===== src/rtl/rxf_pkg.sv =====
package rxf_pkg;
    typedef enum logic [2:0] {
        ST_IDLE,
        ST_SYNC,
        ST_HDR,
        ST_CHECK,
        ST_DATA,
        ST_TAIL
    } rxf_state_e;

    localparam int          CRC_W       = 16;
    localparam logic [15:0] CRC_POLY    = 16'h1021;
    localparam logic [15:0] CRC_SEED    = 16'hFFFF;
    localparam logic [15:0] CRC_RESIDUE = 16'h1D0F;
endpackage


===== src/rtl/rxf_crc16.sv =====
module rxf_crc16
    import rxf_pkg::*;
(
    input  logic             clk,
    input  logic             rst_n,
    input  logic             clr,
    input  logic             en,
    input  logic             din,
    output logic [CRC_W-1:0] crc_q
);
    logic fb;

    assign fb = crc_q[CRC_W-1] ^ din;

    always_ff @(posedge clk or negedge rst_n) begin
        if (!rst_n) begin
            crc_q <= CRC_SEED;
        end else if (clr) begin
            crc_q <= CRC_SEED;
        end else if (en) begin
            crc_q <= {crc_q[CRC_W-2:0], 1'b0} ^ (fb ? CRC_POLY : '0);
        end
    end
endmodule


===== src/rtl/rxf_hdr_sreg.sv =====
module rxf_hdr_sreg #(
    parameter int HDR_W   = 32,
    parameter int LEN_LSB = 16,
    parameter int LEN_W   = 16
) (
    input  logic             clk,
    input  logic             rst_n,
    input  logic             en,
    input  logic             din,
    output logic [LEN_W-1:0] len_field
);
    localparam int KEEP_W = HDR_W - LEN_LSB;

    logic [KEEP_W-1:0] sreg;

    always_ff @(posedge clk or negedge rst_n) begin
        if (!rst_n) begin
            sreg <= '0;
        end else if (en) begin
            sreg <= {din, sreg[KEEP_W-1:1]};
        end
    end

    assign len_field = sreg[LEN_W-1:0];
endmodule


===== src/rtl/rxf_downcnt.sv =====
module rxf_downcnt #(
    parameter int W = 16
) (
    input  logic         clk,
    input  logic         rst_n,
    input  logic         load,
    input  logic [W-1:0] load_val,
    input  logic         dec,
    output logic [W-1:0] cnt
);
    always_ff @(posedge clk or negedge rst_n) begin
        if (!rst_n) begin
            cnt <= '0;
        end else if (load) begin
            cnt <= load_val;
        end else if (dec) begin
            cnt <= cnt - 1'b1;
        end
    end

    AST_NO_UNDERFLOW: assert property (@(posedge clk) disable iff (!rst_n)
        (dec && !load) |-> (cnt != '0));
endmodule


===== src/rtl/rx_framer.sv =====
module rx_framer
    import rxf_pkg::*;
#(
    parameter int HDR_W   = 32,
    parameter int LEN_LSB = 16,
    parameter int LEN_W   = 16
) (
    input  logic clk,
    input  logic rst_n,
    input  logic rx_en,
    input  logic acq_done,
    input  logic sfd_hit,
    input  logic trk_ok,
    input  logic bit_vld,
    input  logic bit_in,
    input  logic cfg_clk_inv,
    input  logic cfg_rdy_inv,
    input  logic cfg_crc_ign,
    output logic rx_clk_o,
    output logic rx_dat_o,
    output logic rdy_o
);
    localparam int               HTOT    = HDR_W + CRC_W;
    localparam int               HCNT_W  = $clog2(HTOT + 1);
    localparam logic [HCNT_W-1:0] HCNT_LD = HCNT_W'(HTOT);
    localparam logic [HCNT_W-1:0] CRC_CNT = HCNT_W'(CRC_W);

    rxf_state_e        state, state_nx;
    logic              live;
    logic              hdr_bit, pay_bit;
    logic              crc_ok, hdr_pass;
    logic [CRC_W-1:0]  crc_q;
    logic [LEN_W-1:0]  len_field, pcnt;
    logic [HCNT_W-1:0] hcnt;
    logic              pulse_q, dat_q;
    logic              rdy_act;

    assign live    = rx_en && trk_ok;
    assign hdr_bit = (state == ST_HDR)  && bit_vld && live;
    assign pay_bit = (state == ST_DATA) && bit_vld && live;
    assign crc_ok  = (crc_q == CRC_RESIDUE);
    assign hdr_pass = crc_ok || cfg_crc_ign;

    rxf_crc16 u_crc (
        .clk   (clk),
        .rst_n (rst_n),
        .clr   (state == ST_SYNC),
        .en    (hdr_bit),
        .din   (bit_in),
        .crc_q (crc_q)
    );

    rxf_hdr_sreg #(
        .HDR_W   (HDR_W),
        .LEN_LSB (LEN_LSB),
        .LEN_W   (LEN_W)
    ) u_sreg (
        .clk       (clk),
        .rst_n     (rst_n),
        .en        (hdr_bit && (hcnt > CRC_CNT)),
        .din       (bit_in),
        .len_field (len_field)
    );

    rxf_downcnt #(.W(HCNT_W)) u_hcnt (
        .clk      (clk),
        .rst_n    (rst_n),
        .load     ((state == ST_SYNC) && sfd_hit),
        .load_val (HCNT_LD),
        .dec      (hdr_bit),
        .cnt      (hcnt)
    );

    rxf_downcnt #(.W(LEN_W)) u_pcnt (
        .clk      (clk),
        .rst_n    (rst_n),
        .load     (state == ST_CHECK),
        .load_val (len_field),
        .dec      (pay_bit),
        .cnt      (pcnt)
    );

    // next-state logic
    always_comb begin
        state_nx = state;
        if (!rx_en) begin
            state_nx = ST_IDLE;
        end else begin
            unique case (state)
                ST_IDLE:  if (acq_done) state_nx = ST_SYNC;
                ST_SYNC: begin
                    if (!trk_ok)      state_nx = ST_IDLE;
                    else if (sfd_hit) state_nx = ST_HDR;
                end
                ST_HDR: begin
                    if (!trk_ok)                        state_nx = ST_IDLE;
                    else if (bit_vld && hcnt == HCNT_W'(1)) state_nx = ST_CHECK;
                end
                ST_CHECK: begin
                    if (hdr_pass && len_field != '0) state_nx = ST_DATA;
                    else                             state_nx = ST_IDLE;
                end
                ST_DATA: begin
                    if (!trk_ok)                           state_nx = ST_IDLE;
                    else if (bit_vld && pcnt == LEN_W'(1)) state_nx = ST_TAIL;
                end
                ST_TAIL:  state_nx = ST_IDLE;
                default:  state_nx = ST_IDLE;
            endcase
        end
    end

    // state register
    always_ff @(posedge clk or negedge rst_n) begin
        if (!rst_n) state <= ST_IDLE;
        else        state <= state_nx;
    end

    // output registers
    always_ff @(posedge clk or negedge rst_n) begin
        if (!rst_n) begin
            pulse_q <= 1'b0;
            dat_q   <= 1'b0;
        end else begin
            pulse_q <= bit_vld && live && (state != ST_IDLE);
            if (state == ST_IDLE)
                dat_q <= 1'b0;
            else if (pay_bit)
                dat_q <= bit_in;
        end
    end

    // output decode
    always_comb begin
        rdy_act  = (state == ST_DATA) || (state == ST_TAIL);
        rdy_o    = rdy_act ^ cfg_rdy_inv;
        rx_clk_o = pulse_q ^ cfg_clk_inv;
        rx_dat_o = dat_q;
    end

    AST_RDY_AFTER_CHECK: assert property (@(posedge clk) disable iff (!rst_n)
        $rose(rdy_act) |-> ($past(state) == ST_CHECK));
    AST_CLK_NEEDS_RUN: assert property (@(posedge clk) disable iff (!rst_n)
        $rose(pulse_q) |-> ($past(state) != ST_IDLE));
    AST_BAD_CRC_DROP: assert property (@(posedge clk) disable iff (!rst_n)
        (state == ST_CHECK && !crc_ok && !cfg_crc_ign) |=> (state == ST_IDLE));
    AST_TRK_ABORT: assert property (@(posedge clk) disable iff (!rst_n)
        (state == ST_DATA && !trk_ok) |=> (state == ST_IDLE));
    AST_STANDBY: assert property (@(posedge clk) disable iff (!rst_n)
        !rx_en |=> (state == ST_IDLE));
    AST_ZERO_LEN: assert property (@(posedge clk) disable iff (!rst_n)
        (state == ST_CHECK && len_field == '0) |=> (state == ST_IDLE));
endmodule


===== config.mk =====
export PLATFORM = sky130hd
export DESIGN_NAME = rx_framer
export DESIGN_NICKNAME = d
export VERILOG_FILES = /design/src/rtl/rxf_pkg.sv /design/src/rtl/rxf_crc16.sv /design/src/rtl/rxf_hdr_sreg.sv /design/src/rtl/rxf_downcnt.sv /design/src/rtl/rx_framer.sv
export SDC_FILE = /design/constraint.sdc
export NUM_CORES = 1
export LEC_CHECK = 0
export BUFFER_PORTS_ARGS = -buffer_cell sky130_fd_sc_hd__buf_2
export CELL_PAD_IN_SITES_DETAIL_PLACEMENT = 0
export CELL_PAD_IN_SITES_GLOBAL_PLACEMENT = 1
export CORE_UTILIZATION = 45
export CTS_CLUSTER_DIAMETER = 80
export DETAILED_ROUTE_END_ITERATION = 12
export PLACE_DENSITY_LB_ADDON = 0.05
export RECOVER_POWER = 25
export SYNTH_ARGS = -nofsm -noshare
export SYNTH_HDL_FRONTEND = slang
export SYNTH_SLANG_ARGS = --single-unit

===== constraint.sdc =====
create_clock -name clk -period 2.5 [get_ports clk]
set_clock_uncertainty 0.05 [all_clocks]
set_input_delay 0.75 -clock clk [delete_from_list [all_inputs] [get_ports clk]]
set_output_delay 0.75 -clock clk [all_outputs]
set_load 0.005 [all_outputs]

==> results.json, run 1 <==
{
  "area_growth_pct": 10.5,
  "worst_pin_slew_ns": 1.42,
  "max_cap_violations": 0,
  "global_route.usage.met2": 0.320,
  "power_per_cell_area_nw_per_um2": 581,
  "synthesis.area_um2": 3030,
  "clock_tree_from_tritoncts": "yes",
  "final_net_count": 331,
  "top_fanout_value_on_the_critical_path": 12,
  "clk_pin_slew_ns": 0.07,
  "number_of_drc_violations_after_detailed_routing_iteration_0": 125,
  "path_cells": "nand2b_1 -> xnor2_1 -> buf_2",
  "first_pass_grt_wire_length_mm": 11.1,
  "syn_inst": 294,
  "layout-drive-gt1-share": 0.241,
  "unrepaired_setup_endpoints_after_global_routing": "false",
  "cts_repair_resize_count": 0,
  "finalWorstPathRequiredPeriod_ns": 2.18,
  "route.detailed.wl_per_inst_um": 16.2,
  "ys_async_sr_fraction": 1.00,
  "totalPowerFinal_mw": 1.95,
  "postCtsSetupRepairBufs": 0,
  "design.portCount": 14,
  "worst_setup_path_endpoint": "rdy_o",
  "status": "finished clean",
  "grt_util_all_layers": 0.203,
  "crit_start": "state[1]",
  "yosys_register_bits": 59,
  "n_fill_cell": 590,
  "netSwitchingFraction": 0.263,
  "ant_nets": 0,
  "portBuffers": 13,
  "cp-start-kind": "flip-flop",
  "commonest_non_fill_non_tap_cell_in_the_layout": "nand2_1",
  "grt_start_max_net_pins": 60,
  "timing.setup.critical_path_class": "reg2out",
  "regToRegSetupSlack_ns": 0.52,
  "cpLargestDelayFamily": "flip-flops",
  "synth_area_leader": "dfrtp_1",
  "final-hold-violation-count": 0,
  "route.detailed.vias_per_inst": 5.71,
  "final-seq-area_um2": 1500,
  "grt_pass1_vias": 2269,
  "critical_path_buf_inv_count": 1,
  "cts_h_tree_depth": 3,
  "fmax_mhz": 459,
  "ir_worst_vdd_mv": 0.356,
  "floorplan.die_area_um2": 7060,
  "std_cell_rows": 29,
  "finalWirelength_mm": 6.43,
  "timing.critical_path.required_ns": 1.70,
  "layout.cell_area.non_filler_um2": 3350,
  "net-switching-power_mw": 0.511,
  "clock_insertion_delay_worst_skew_ns": 0.33,
  "dr_total_vias": 2267,
  "p_int_mw": 1.43,
  "yosys_most_used_dff": "dfrtp_1",
  "type_of_the_tightest_min_delay_check": "reg2reg",
  "core_um2": 6420,
  "critical_path_arrival_ns": 1.38,
  "place_area_um2": 3200,
  "routabilityCongestion": 0.800,
  "globalRoute.totalOverflow": 0,
  "drv_slew": 0,
  "x_dimension_of_the_die_um": 84.0,
  "drt_first_pass_iters": 4,
  "start_util": 0.471,
  "share_of_synthesized_area_occupied_by_flip_flops_and_latches": 0.494,
  "antenna_violations_before_repair": 0,
  "antenna_cells": 0,
  "leading_cell_types_by_total_area_after_synthesis": "dfrtp_1, dfstp_2, nand2_1",
  "netlist.area_leader.share": 0.355,
  "crit_path_end_kind": "output port",
  "report.final.setup_viol": 0,
  "number_of_enable_flip_flop_cells_after_synthesis": 0,
  "tritoncts.num_buffers": 9,
  "fin_setup_tns_ns": 0,
  "seq_pwr_share": 0.552,
  "fin_crit_sh": 0.872,
  "timing.max_slew.rel_slack": 0.0528,
  "globalRouteMet3Util": 0.0574,
  "worst-r2r-cell-count": 4,
  "multiInputGateArea_um2": 1410,
  "clock_path_buffers": 2,
  "instances_no_fill": 397,
  "combPwrFrac": 0.077,
  "crit_path_max_incr_delay_ns": 0.48,
  "netlist-cell-type-count": 54,
  "synthesis.area_per_instance_um2": 10.3,
  "globalRoute.busiestLayer": "met2",
  "tritoncts_num_sinks": 59,
  "reg2reg_from": "state[0]",
  "synth_fp_nets": 310,
  "die_y_um": 84.0,
  "fraction_of_power_consumed_by_the_clock_network": 0.370,
  "crit_reg_reg_endpoint": "u_pcnt.cnt[10]",
  "grt_use_met1": 0.274,
  "detailedPlacementHpwl_mm": 4.50,
  "total_leakage_power_nw": 1.44,
  "holdBufCountCts": 0,
  "place_inst": 381,
  "cpMaxStageDelayCell": "dfrtp_1",
  "detail_route.drc_violations": 0,
  "cp_num_cells": 3,
  "mostFrequentLayoutCells": "nand2_1, dfrtp_1, nand3_1, dfstp_2",
  "cts_root_buf": "clkbuf_8",
  "synth-warning-count": 0
}
cell type report:
type,instances,area share
Multi-Input combinational cell,213,0.420
Timing Repair Buffer,24,0.0471
Clock buffer,11,0.0393
Clock inverter,5,0.00860
Inverter,8,0.00898
Tap cell,77,0.0288
Sequential cell,59,0.447
worst min-delay path, delay by kind of cell, from the launching register on:
kind / cells / cell delay [ns]
flops: 1 / 0.37
simple gates: 2 / 0.11
routing by layer:
metal / wire length, um / up-vias
met4: 59 / 0
met2: 3040 / 39
met1: 3160 / 1112
li1: - / 1110
met3: 172 / 6
met5: 0 / -
per-stage QoR:
step	hold WS (ns)	utilization	setup WS, ns
floorplan	0.404	-	0.358
global placement	0.429	0.498	0.225
detailed placement	0.434	0.498	0.214
CTS	0.363	0.523	0.288
global route	0.462	0.521	0.209
finish	0.442	0.521	0.321
synth_stat cells, types with 3 or more instances:
master and count:
buf_6 3, nor2_1 12, o21ai_0 9, xnor2_1 4, nand4b_1 4, nand4_1 5, or3_1 3, dfrtp_1 43
dfstp_2 16, nand2_1 55, ha_1 5, nand3_1 22, o211ai_1 13, o311ai_0 4, a21oi_1 4, xor2_1 4
nor3_1 7, mux2_2 6, nor2b_1 3, or4_1 3, mux2_4 10, inv_1 8, clkbuf_1 8, nor4_1 7
worst min-delay path by stage:
| stage | from | to | cells after the start | slack, ns |
|---|---|---|---|---|
| after detailed placement | u_crc.crc_q[7] | u_crc.crc_q[7] | 2 | 0.43 |
| after CTS | rst_n | u_pcnt.cnt[10] | 2 | 0.36 |
| after global routing | u_crc.crc_q[12] | u_crc.crc_q[12] | 2 | 0.46 |
| after floorplan | rst_n | pulse_q | 0 | 0.40 |
| after global placement | u_crc.crc_q[13] | u_crc.crc_q[13] | 2 | 0.43 |
| final | u_crc.crc_q[5] | u_crc.crc_q[5] | 2 | 0.44 |
logic make-up (layout without fill, tap and decap cells):
kind of cell / Yosys count / in the layout / share of synthesized area
AND/OR/NAND/NOR: 138 / 138 / 0.240
flip-flops: 59 / 59 / 0.494
AO/OA/AOI/OAI: 45 / 45 / 0.105
buffers and inverters: 22 / 48 / 0.0417
multiplexers: 17 / 17 / 0.0752
XOR/XNOR: 8 / 8 / 0.0231
adder cells (fa/ha/maj): 5 / 5 / 0.0207
state kept, by name, indices dropped and copies added, names as in the netlist:
register,cells
u_crc.crc_q,16
u_sreg.len_field,16
state,3
u_pcnt.cnt,16
pulse_q,1
rx_dat_o,1
u_hcnt.cnt,6
power groups by stage:
stage	Combinational, mW	Clock (mW)	Sequential (mW)
6_report	0.151	0.720	1.07
2_1_floorplan	0.105	0	1.07
5_1_grt	0.175	0.787	1.08
3_5_place_dp	0.158	0	1.09
4_1_cts	0.158	0.745	1.07
3_3_place_gp	0.157	0	1.09
Note: power is estimated with default switching activity, not from simulation.
==> run 2: changes to the inputs <==
ABC_AREA = 1   (was unset)
CORE_MARGIN = 2   (was unset)
==> run 2 against run 1 <==
Compared with the run above: global-route usage fell by 0.18 points; synthesized cell count up 30%; via count increased by 11%; setup slack improved by 0.19 ns; highest routed layer unchanged.
==> results.json, run 2 <==
{
  "netlist-cell-type-count": 33,
  "dpl_worst_slack_ns": 0.341,
  "synthMostInstantiatedCell": "nand2_1",
  "route.detailed.wl_per_inst_um": 13.9,
  "synth-warning-count": 0,
  "ir_worst_vdd_mv": 0.335,
  "fmax_mhz": 502,
  "netlist.area_leader.share": 0.337,
  "synth_fp_nets": 399,
  "instances_no_fill": 504,
  "fin_setup_tns_ns": 0,
  "layout-drive-gt1-share": 0.191,
  "finalWirelength_mm": 6.99,
  "ant_nets": 0,
  "layout.cell_area.non_filler_um2": 3510,
  "cts_root_buf": "clkbuf_8",
  "timing.critical_path.required_ns": 1.70,
  "yosys_most_used_dff": "dfrtp_1",
  "detailedPlacementHpwl_mm": 4.99,
  "floorplan.die_area_um2": 7780,
  "top_fanout_value_on_the_critical_path": 3,
  "final-hold-violation-count": 0,
  "die_y_um": 88.2,
  "clock_tree_from_tritoncts": "yes",
  "timing.setup.critical_path_class": "reg2out",
  "cts_h_tree_depth": 3,
  "routabilityCongestion": 0.805,
  "unrepaired_setup_endpoints_after_global_routing": "false",
  "route.detailed.vias_per_inst": 4.99,
  "clk_pin_slew_ns": 0.07,
  "syn_inst": 383,
  "finalWorstPathRequiredPeriod_ns": 1.99,
  "grt_start_max_net_pins": 60,
  "antenna_cells": 0,
  "start_util": 0.467,
  "synth_area_leader": "dfrtp_1",
  "clock_insertion_delay_worst_skew_ns": 0.34,
  "x_dimension_of_the_die_um": 88.2,
  "place_inst": 488,
  "drt_first_pass_iters": 5,
  "place_area_um2": 3350,
  "cp-start-kind": "flip-flop",
  "status": "finished clean",
  "ys_async_sr_fraction": 1.00,
  "synthesis.area_um2": 3190,
  "postCtsSetupRepairBufs": 0,
  "worst_pin_slew_ns": 1.46,
  "yosys-top-cells-count": "nand2_1, inv_1, nor2_1, dfrtp_1, o21ai_0",
  "drv_slew": 0,
  "globalRoute.totalOverflow": 0,
  "portBuffers": 13,
  "critical_path_arrival_ns": 1.19,
  "commonest_non_fill_non_tap_cell_in_the_layout": "nand2_1",
  "tritoncts_num_sinks": 59,
  "mostFrequentLayoutCells": "nand2_1, inv_1, nor2_1, dfrtp_1, o21ai_0",
  "grt_pass1_vias": 2358,
  "std_cell_rows": 30,
  "cts_repair_resize_count": 0,
  "number_of_drc_violations_after_detailed_routing_iteration_0": 141,
  "report.final.setup_viol": 0,
  "dr_total_vias": 2515,
  "share_of_synthesized_area_occupied_by_flip_flops_and_latches": 0.469,
  "power_per_cell_area_nw_per_um2": 771,
  "tritoncts.num_buffers": 9,
  "yosys_register_bits": 59,
  "final_critical_path_setup_slack_ns": 0.507,
  "final_core_utilization": 0.514,
  "timing.hold.ws_ns": 0.428,
  "totalPowerFinal_mw": 2.71,
  "type_of_the_tightest_min_delay_check": "reg2reg",
  "total_leakage_power_nw": 1.63,
  "core_um2": 6830,
  "final_net_count": 419,
  "fin_crit_sh": 0.797,
  "clock_path_buffers": 2,
  "holdBufCountCts": 0,
  "antenna_violations_before_repair": 0,
  "first_pass_grt_wire_length_mm": 11.7,
  "crit_path_end_kind": "output port",
  "synthesis.area_per_instance_um2": 8.33,
  "grt_util_all_layers": 0.201,
  "area_growth_pct": 10.0,
  "leading_cell_types_by_total_area_after_synthesis": "dfrtp_1, dfstp_2, nand2_1",
  "design.portCount": 14,
  "number_of_enable_flip_flop_cells_after_synthesis": 0,
  "max_cap_violations": 0,
  "detail_route.drc_violations": 0,
  "timing.max_slew.rel_slack": 0.0293
}
## run 2: layout make-up
type                            instances  area (um^2)
Timing Repair Buffer                   17         92.6
Tap cell                               96          120
Multi-Input combinational cell        257         1410
Clock buffer                           11          141
Sequential cell                        59         1500
Fill cell                             668         3320
Clock inverter                          5         28.8
Inverter                               59          225
## run 2: path summary, 6_finish.rpt
| check | endpoint | slack [ns] | startpoint | depth (start not counted) |
|---|---|---|---|---|
| max in group asynchronous | u_sreg.len_field[9] | 0.73 | rst_n | 2 |
| min in group asynchronous | u_pcnt.cnt[4] | 0.78 | rst_n | 2 |
| hold reg to reg | u_sreg.len_field[13] | 0.43 | u_sreg.len_field[13] | 2 |
| hold / removal | u_sreg.len_field[13] | 0.43 | u_sreg.len_field[13] | 2 |
| setup / recovery | rdy_o | 0.51 | state[1] | 4 |
| setup reg to reg | u_sreg.len_field[7] | 0.66 | state[2] | 6 |
## run 2: per-layer routing
metal,routed length (um),vias up,share of wire,track usage
li1,-,1289,-,-
met1,3710,1165,0.53,0.322
met2,2870,55,0.41,0.262
met3,345,6,0.049,0.0547
met4,65,0,0.0093,0.0551
met5,0,-,0,0
## run 2: critical path: stages (launching register included)
cell	delay, ns
dfrtp_1	0.42
inv_2	0.11
nand2_1	0.07
xnor2_1	0.13
buf_2	0.13
## run 2: where the power goes
group | switching [mW] | total, mW | internal [mW]
clock network | 0.390 | 0.772 | 0.382
logic | 0.390 | 0.647 | 0.257
registers | 0.148 | 1.29 | 1.14
total | 0.928 | 2.71 | 1.78
## run 2: logic make-up after synthesis
logic type | after synthesis | share of synthesized area
AO/OA/AOI/OAI | 86 | 0.171
XOR/XNOR | 14 | 0.0384
adder cells (fa/ha/maj) | 5 | 0.0196
buffers and inverters | 67 | 0.0902
flip-flops | 59 | 0.469
AND/OR/NAND/NOR | 152 | 0.212
